===== src/rtl/rstc_pkg.sv =====
`timescale 1ns/1ps
package rstc_pkg;

    localparam int CAUSE_W = 8;
    localparam int NSRC    = 8;

    localparam int B_PIN   = 0;
    localparam int B_POR   = 1;
    localparam int B_MCD   = 2;
    localparam int B_WDT   = 3;
    localparam int B_SW    = 4;
    localparam int B_CMP   = 5;
    localparam int B_FLASH = 6;
    localparam int B_RTC   = 7;

    // Rank 0 is the highest priority.
    localparam int PRIO_ORDER [NSRC] = '{B_POR, B_PIN, B_MCD, B_WDT, B_SW, B_CMP, B_RTC, B_FLASH};

    localparam logic [CAUSE_W-1:0] POR_CAUSE = CAUSE_W'(1) << B_POR;

    typedef struct packed {
        logic rtc_en;
        logic cmp_en;
        logic mcd_en;
        logic vmon_en;
    } en_t;

    typedef struct packed {
        en_t                en;
        logic [CAUSE_W-1:0] flags;
        logic [CAUSE_W-1:0] rdata;
    } ctl_state_t;

    function automatic en_t en_from_word(input logic [CAUSE_W-1:0] w);
        en_t e;
        e.rtc_en  = w[B_RTC];
        e.cmp_en  = w[B_CMP];
        e.mcd_en  = w[B_MCD];
        e.vmon_en = w[B_POR];
        return e;
    endfunction

    function automatic logic [CAUSE_W-1:0] en_to_word(input en_t e);
        logic [CAUSE_W-1:0] w;
        w        = '0;
        w[B_RTC] = e.rtc_en;
        w[B_CMP] = e.cmp_en;
        w[B_MCD] = e.mcd_en;
        w[B_POR] = e.vmon_en;
        return w;
    endfunction

endpackage


===== src/rtl/rstc_gate.sv =====
`timescale 1ns/1ps
module rstc_gate
    import rstc_pkg::*;
(
    input  logic               pin_req,
    input  logic               sup_trip,
    input  logic               clk_lost,
    input  logic               wdt_req,
    input  logic               sw_req,
    input  logic               cmp_level,
    input  logic               rtc_req,
    input  logic               flash_req,
    input  en_t                en,
    output logic [CAUSE_W-1:0] req
);

    always_comb begin
        req          = '0;
        req[B_PIN]   = pin_req;
        req[B_POR]   = sup_trip & en.vmon_en;
        req[B_MCD]   = clk_lost & en.mcd_en;
        req[B_WDT]   = wdt_req;
        req[B_SW]    = sw_req;
        req[B_CMP]   = ~cmp_level & en.cmp_en;   // low level requests reset
        req[B_RTC]   = rtc_req & en.rtc_en;
        req[B_FLASH] = flash_req;
    end

endmodule


===== src/rtl/rstc_arbiter.sv =====
`timescale 1ns/1ps
module rstc_arbiter
    import rstc_pkg::*;
(
    input  logic [CAUSE_W-1:0] req,
    output logic [CAUSE_W-1:0] grant,
    output logic               hit
);

    logic [NSRC:0]   taken;
    logic [NSRC-1:0] grant_rank;

    assign taken[0] = 1'b0;

    for (genvar k = 0; k < NSRC; k++) begin : g_rank
        assign grant_rank[k] = req[PRIO_ORDER[k]] & ~taken[k];
        assign taken[k+1]    = taken[k] | req[PRIO_ORDER[k]];
    end

    always_comb begin
        grant = '0;
        for (int k = 0; k < NSRC; k++) begin
            if (grant_rank[k]) grant[PRIO_ORDER[k]] = 1'b1;
        end
    end

    assign hit = taken[NSRC];

endmodule


===== src/rtl/rstc_stretch.sv =====
`timescale 1ns/1ps
module rstc_stretch #(
    parameter int CYCLES = 16
) (
    input  logic clk,
    input  logic por_n,
    input  logic trigger,
    output logic active
);

    localparam int CW = $clog2(CYCLES + 1);

    typedef struct packed {
        logic          active;
        logic [CW-1:0] cnt;
    } str_state_t;

    str_state_t st_d, st_q;

    always_comb begin
        st_d = st_q;
        if (st_q.active) begin
            if (st_q.cnt == '0) st_d.active = 1'b0;
            else                st_d.cnt    = st_q.cnt - 1'b1;
        end else if (trigger) begin
            st_d.active = 1'b1;
            st_d.cnt    = CW'(CYCLES - 1);
        end
    end

    always_ff @(posedge clk or negedge por_n) begin
        if (!por_n) begin
            st_q.active <= 1'b1;
            st_q.cnt    <= CW'(CYCLES - 1);
        end else begin
            st_q <= st_d;
        end
    end

    assign active = st_q.active;

endmodule


===== src/rtl/rstcause_ctrl.sv =====
`timescale 1ns/1ps
module rstcause_ctrl
    import rstc_pkg::*;
#(
    parameter int RST_CYCLES = 16
) (
    input  logic               clk,
    input  logic               por_n,
    input  logic               pin_rst,
    input  logic               sup_mon_trip,
    input  logic               clk_missing,
    input  logic               wdt_expire,
    input  logic               cmp_out,
    input  logic               rtc_event,
    input  logic               flash_err,
    input  logic               reg_sel,
    input  logic               reg_we,
    input  logic               reg_re,
    input  logic               reg_rmw,
    input  logic [CAUSE_W-1:0] reg_wdata,
    output logic [CAUSE_W-1:0] reg_rdata,
    output logic               sys_rst
);

    ctl_state_t         state_d, state_q;
    logic [CAUSE_W-1:0] req, grant;
    logic               hit, wr_acc, rd_acc, idle, sw_req, trigger;
    logic [CAUSE_W-1:0] flags_w;
    logic [3:0]         en_w;

    assign wr_acc  = reg_sel & reg_we;
    assign rd_acc  = reg_sel & reg_re;
    assign idle    = ~sys_rst;
    assign sw_req  = wr_acc & reg_wdata[B_SW];
    assign trigger = idle & hit;

    rstc_gate u_gate (
        .pin_req   (pin_rst),
        .sup_trip  (sup_mon_trip),
        .clk_lost  (clk_missing),
        .wdt_req   (wdt_expire),
        .sw_req    (sw_req),
        .cmp_level (cmp_out),
        .rtc_req   (rtc_event),
        .flash_req (flash_err),
        .en        (state_q.en),
        .req       (req)
    );

    rstc_arbiter u_arb (
        .req   (req),
        .grant (grant),
        .hit   (hit)
    );

    rstc_stretch #(.CYCLES(RST_CYCLES)) u_stretch (
        .clk     (clk),
        .por_n   (por_n),
        .trigger (trigger),
        .active  (sys_rst)
    );

    always_comb begin
        state_d = state_q;
        if (idle) begin
            if (wr_acc) state_d.en    = en_from_word(reg_wdata);
            if (hit)    state_d.flags = grant;
        end
        if (rd_acc) begin
            state_d.rdata = reg_rmw ? en_to_word(state_q.en) : state_q.flags;
        end
    end

    always_ff @(posedge clk or negedge por_n) begin
        if (!por_n) begin
            state_q.en    <= '0;
            state_q.flags <= POR_CAUSE;
            state_q.rdata <= '0;
        end else begin
            state_q <= state_d;
        end
    end

    assign reg_rdata = state_q.rdata;
    assign flags_w   = state_q.flags;
    assign en_w      = state_q.en;

endmodule


===== config.mk =====
export PLATFORM = sky130hd
export DESIGN_NAME = rstcause_ctrl
export DESIGN_NICKNAME = d
export VERILOG_FILES = /design/src/rtl/rstc_pkg.sv /design/src/rtl/rstc_gate.sv /design/src/rtl/rstc_arbiter.sv /design/src/rtl/rstc_stretch.sv /design/src/rtl/rstcause_ctrl.sv
export SDC_FILE = /design/constraint.sdc
export NUM_CORES = 1
export LEC_CHECK = 0
export ABC_AREA = 1
export BUFFER_PORTS_ARGS = -buffer_cell sky130_fd_sc_hd__buf_2
export CORE_MARGIN = 2
export CORE_UTILIZATION = 50
export DETAILED_ROUTE_END_ITERATION = 7
export GPL_TIMING_DRIVEN = 1
export MAX_ROUTING_LAYER = met4
export PLACE_DENSITY = 0.82
export SETUP_SLACK_MARGIN = 0.05
export SYNTH_ARGS = -nofsm -noshare
export SYNTH_HDL_FRONTEND = slang
export SYNTH_SLANG_ARGS = --single-unit
export TNS_END_PERCENT = 30

===== constraint.sdc =====
create_clock -name clk -period 1.89 [get_ports clk]
set_input_delay 0.189 -clock clk [delete_from_list [all_inputs] [get_ports clk]]
set_output_delay 0.189 -clock clk [all_outputs]
set_load 0.05 [all_outputs]

==> flow_metrics.py <==
metrics = {
    "placement": {
        "hpwlAfterDp_um": 2080,
        "place.port_buffers": 26,
        "gpl.final_weighted_congestion": 0.778,
        "detailedPlace.worstSlack_ns": 0.348,
        "dp_cells": 201,
    },
    "clocking": {
        "clockRootBuffer": "clkbuf_4",
        "ctsResizeCount": 0,
        "clock_sink_count": 26,
        "insertion_delay_ns": 0.32,
        "clock_tree_from_tritoncts": "built",
        "numCtsBuffers": 3,
        "cts_setup_buffers": 0,
        "cts_htree_levels": 1,
        "worst_setup_hold_path_clk_slew_ns": 0.13,
        "cts-root-to-sink-buffers": 2,
    },
    "logic_synthesis": {
        "synth_cell_types": 27,
        "synth_area_leaders": "dfrtp_1 (38%), dfstp_2 (12%), nand2_1 (9.5%)",
        "mappedNetlistArea_um2": 1310,
        "yosysWarningCount": 0,
        "post-synth-top-area-fraction_pct": 38.4,
        "ys_ff_latch": 26,
        "synth-seq-area-share_pct": 50.4,
        "yosys.area.top_type": "dfrtp_1",
        "netlist_instances": 146,
        "syn_avg_cell_area_um2": 8.94,
        "postSynthNetCount": 168,
    },
    "detailed_routing": {
        "detail-route-antenna-nets": 0,
        "num_vias": 1087,
        "first_pass_iteration_count_of_the_detailed_router": 4,
        "residual_drc": 0,
        "post_dr_wirelength_cell_um": 13.3,
        "detail_route.vias_per_cell": 5.28,
        "postRouteWirelength_um": 2740,
        "first_iter_violations": 26,
    },
    "setup_path": {
        "endpoint_kind": "flip-flop",
        "timing.critical_path.arrival_ns": 1.87,
        "critical_path_class": "reg2reg",
        "worst_setup_path_start_kind": "flip-flop",
        "critical_path.max_fanout": 5,
        "worst_ep_required_time_ns": 2.16,
    },
    "cells_and_area": {
        "fin_util_pct": 61.2,
        "final_layout_size_suffix_gt1_share_pct": 31.8,
        "layout_commonest_cell": "nand2_1",
        "num-nets-final": 199,
        "most_used_cells_in_the_layout_excluding_fill_and_tap_cells": "nand2_1 (33), buf_2 (26), dfrtp_1 (20), nand3_1 (18), inv_1 (17)",
        "instances_no_fill": 206,
        "final.fill_count": 226,
        "syn_to_final_growth_pct": 16.2,
        "antenna-diode-count": 0,
    },
    "sta": {
        "finClkSkew_ns": 0.00317,
        "max_freq_ghz": 0.626,
        "max-slew-margin-rel_pct": 62.2,
        "final.period_utilization_pct": 84.6,
        "final-max-slew-violation-count": 0,
        "worst_margin_slew_ns": 0.566,
        "totalNegativeSetupSlack_ns": 0,
        "endpoints_failing_hold": 0,
        "finalWorstPathRequiredPeriod_ns": 1.60,
        "setup_slack_ns": 0.291,
        "grt_setup_unrepaired": "false",
        "setup_viol": 0,
    },
    "floorplanning": {
        "die_w_um": 55.1,
        "die_height_um": 55.1,
        "die-area_um2": 3030,
        "initial_utilization_pct": 52.7,
        "floorplan.core_area_um2": 2480,
        "i_o_pins": 30,
        "rows": 18,
    },
    "power_and_ir_drop": {
        "static-leakage-power_nw": 0.796,
        "power.ir.vdd_worst_v": 0.000976,
        "pwr_density_cell_nw_per_um2": 1320,
    },
    "global_route": {
        "grt_remaining_overflow": 0,
        "antenna_found_initial": 0,
        "grt_pass1_vias": 1087,
        "total_routing_resource_utilization_after_global_routing_pct": 22.6,
        "grt_start_max_net_pins": 27,
        "grt_first_pass_wirelength_um": 4670,
    },
    "worst_hold_path": {
        "hold_path_class": "in2reg",
    },
    "flow_run": {
        "max_cap_violations": 0,
    },
    "run_status": {
        "status": "complete, no violations",
    },
}
[worst paths after layout]
path / from / endpoint / slack [ns] / cells after the start
worst max-delay path: u_stretch.st_q[0]$_DFFE_PN1P_ / u_stretch.st_q[3]$_DFFE_PN1P_ / 0.29 / 11
worst min register to register: reg_rdata[4]$_DFFE_PN0P_ / reg_rdata[4]$_DFFE_PN0P_ / 0.50 / 2
min in group asynchronous: por_n / reg_rdata[7]$_DFFE_PN0P_ / 0.37 / 2
worst max register to register: u_stretch.st_q[0]$_DFFE_PN1P_ / u_stretch.st_q[3]$_DFFE_PN1P_ / 0.29 / 11
worst min-delay path: reg_wdata[1] / en_w[0]$_DFFE_PN0P_ / 0.1 / 2
max in group asynchronous: por_n / u_stretch.st_q[3]$_DFFE_PN1P_ / 1.13 / 2
[cells by family after synthesis]
group / synth area share, %
muxes: 2.59
adders and majority gates: 0.959
DFF: 50.4
AOI/OAI and AO/OA: 7.38
and+or+nand+nor: 32.7
buffers and inverters: 5.94
[layout make-up]
class	count	area (um2)	share of cell area, %
Sequential cell	26	658	43.4
Multi-Input combinational cell	100	569	37.5
Timing Repair Buffer	28	148	9.74
Inverter	18	67.6	4.46
Tap cell	30	37.5	2.48
Clock buffer	4	36.3	2.39
[what timing repair did]
item	in CTS	in global routing
hold buffers	1	0
setup endpoints to repair	0	0
endpoints found under the hold margin	20	0
[power by group]
part,internal (mW),total (mW),switching [mW]
sequential,0.764,0.897,0.133
combinational,0.273,0.832,0.558
clock,0.118,0.277,0.160
total,1.16,2.01,0.851
[state kept, by name (all words and copies together), names as in the netlist]
name,cells
flags_w,8
reg_rdata,8
u_stretch.st_q,5
en_w,4
u_stretch.active,1
[metal layers]
metal | track usage, % | part of all wire (%) | vias to the layer above
li1 | - | - | 535
met1 | 26.9 | 43 | 526
met2 | 37.5 | 52 | 22
met3 | 3.49 | 3.7 | 4
met4 | 11.0 | 1.2 | 0
met5 | - | 0 | -
[synth_stat cells]
cell      number
a21oi_1        9
buf_2          2
nor2_4         1
o21ai_1        1
o21ai_0        3
nor2_2         1
nand2_2        2
a22oi_1        1
nor3_2         1
inv_2          1
nand2_4        3
o21bai_1       1
o31ai_1        1
nor2_1        12
nor3_1         2
nand4_4        2
mux2_2         3
dfstp_2        6
a21oi_2        1
nand3_2        2
dfrtp_1       20
nand3_1       18
nand4_2        1
or2_4          1
inv_1         17
nand2_1       33
ha_1           1
[stage by stage]
step | area [um2] | power [mW] | hold WS [ns]
2_1_floorplan | 1310 | 1.51 | -0.107
3_3_place_gp | 1470 | 1.67 | 0.201
3_5_place_dp | 1470 | 1.73 | 0.219
4_1_cts | 1520 | 2.02 | 0.0919
5_1_grt | 1520 | 2.14 | 0.0824
6_report | 1520 | 2.01 | 0.0957
[worst max-delay path, cell delays in order, from the launching register on]
cell,delay (ns)
dfstp_2,0.57
inv_1,0.04
ha_1,0.20
inv_1,0.10
nor3_2,0.06
nand2_1,0.07
nand2_2,0.09
nor2_1,0.18
nand2_1,0.08
nand2_1,0.06
nand2_1,0.04
nand2_1,0.05
(Power assumes the default switching activity.)
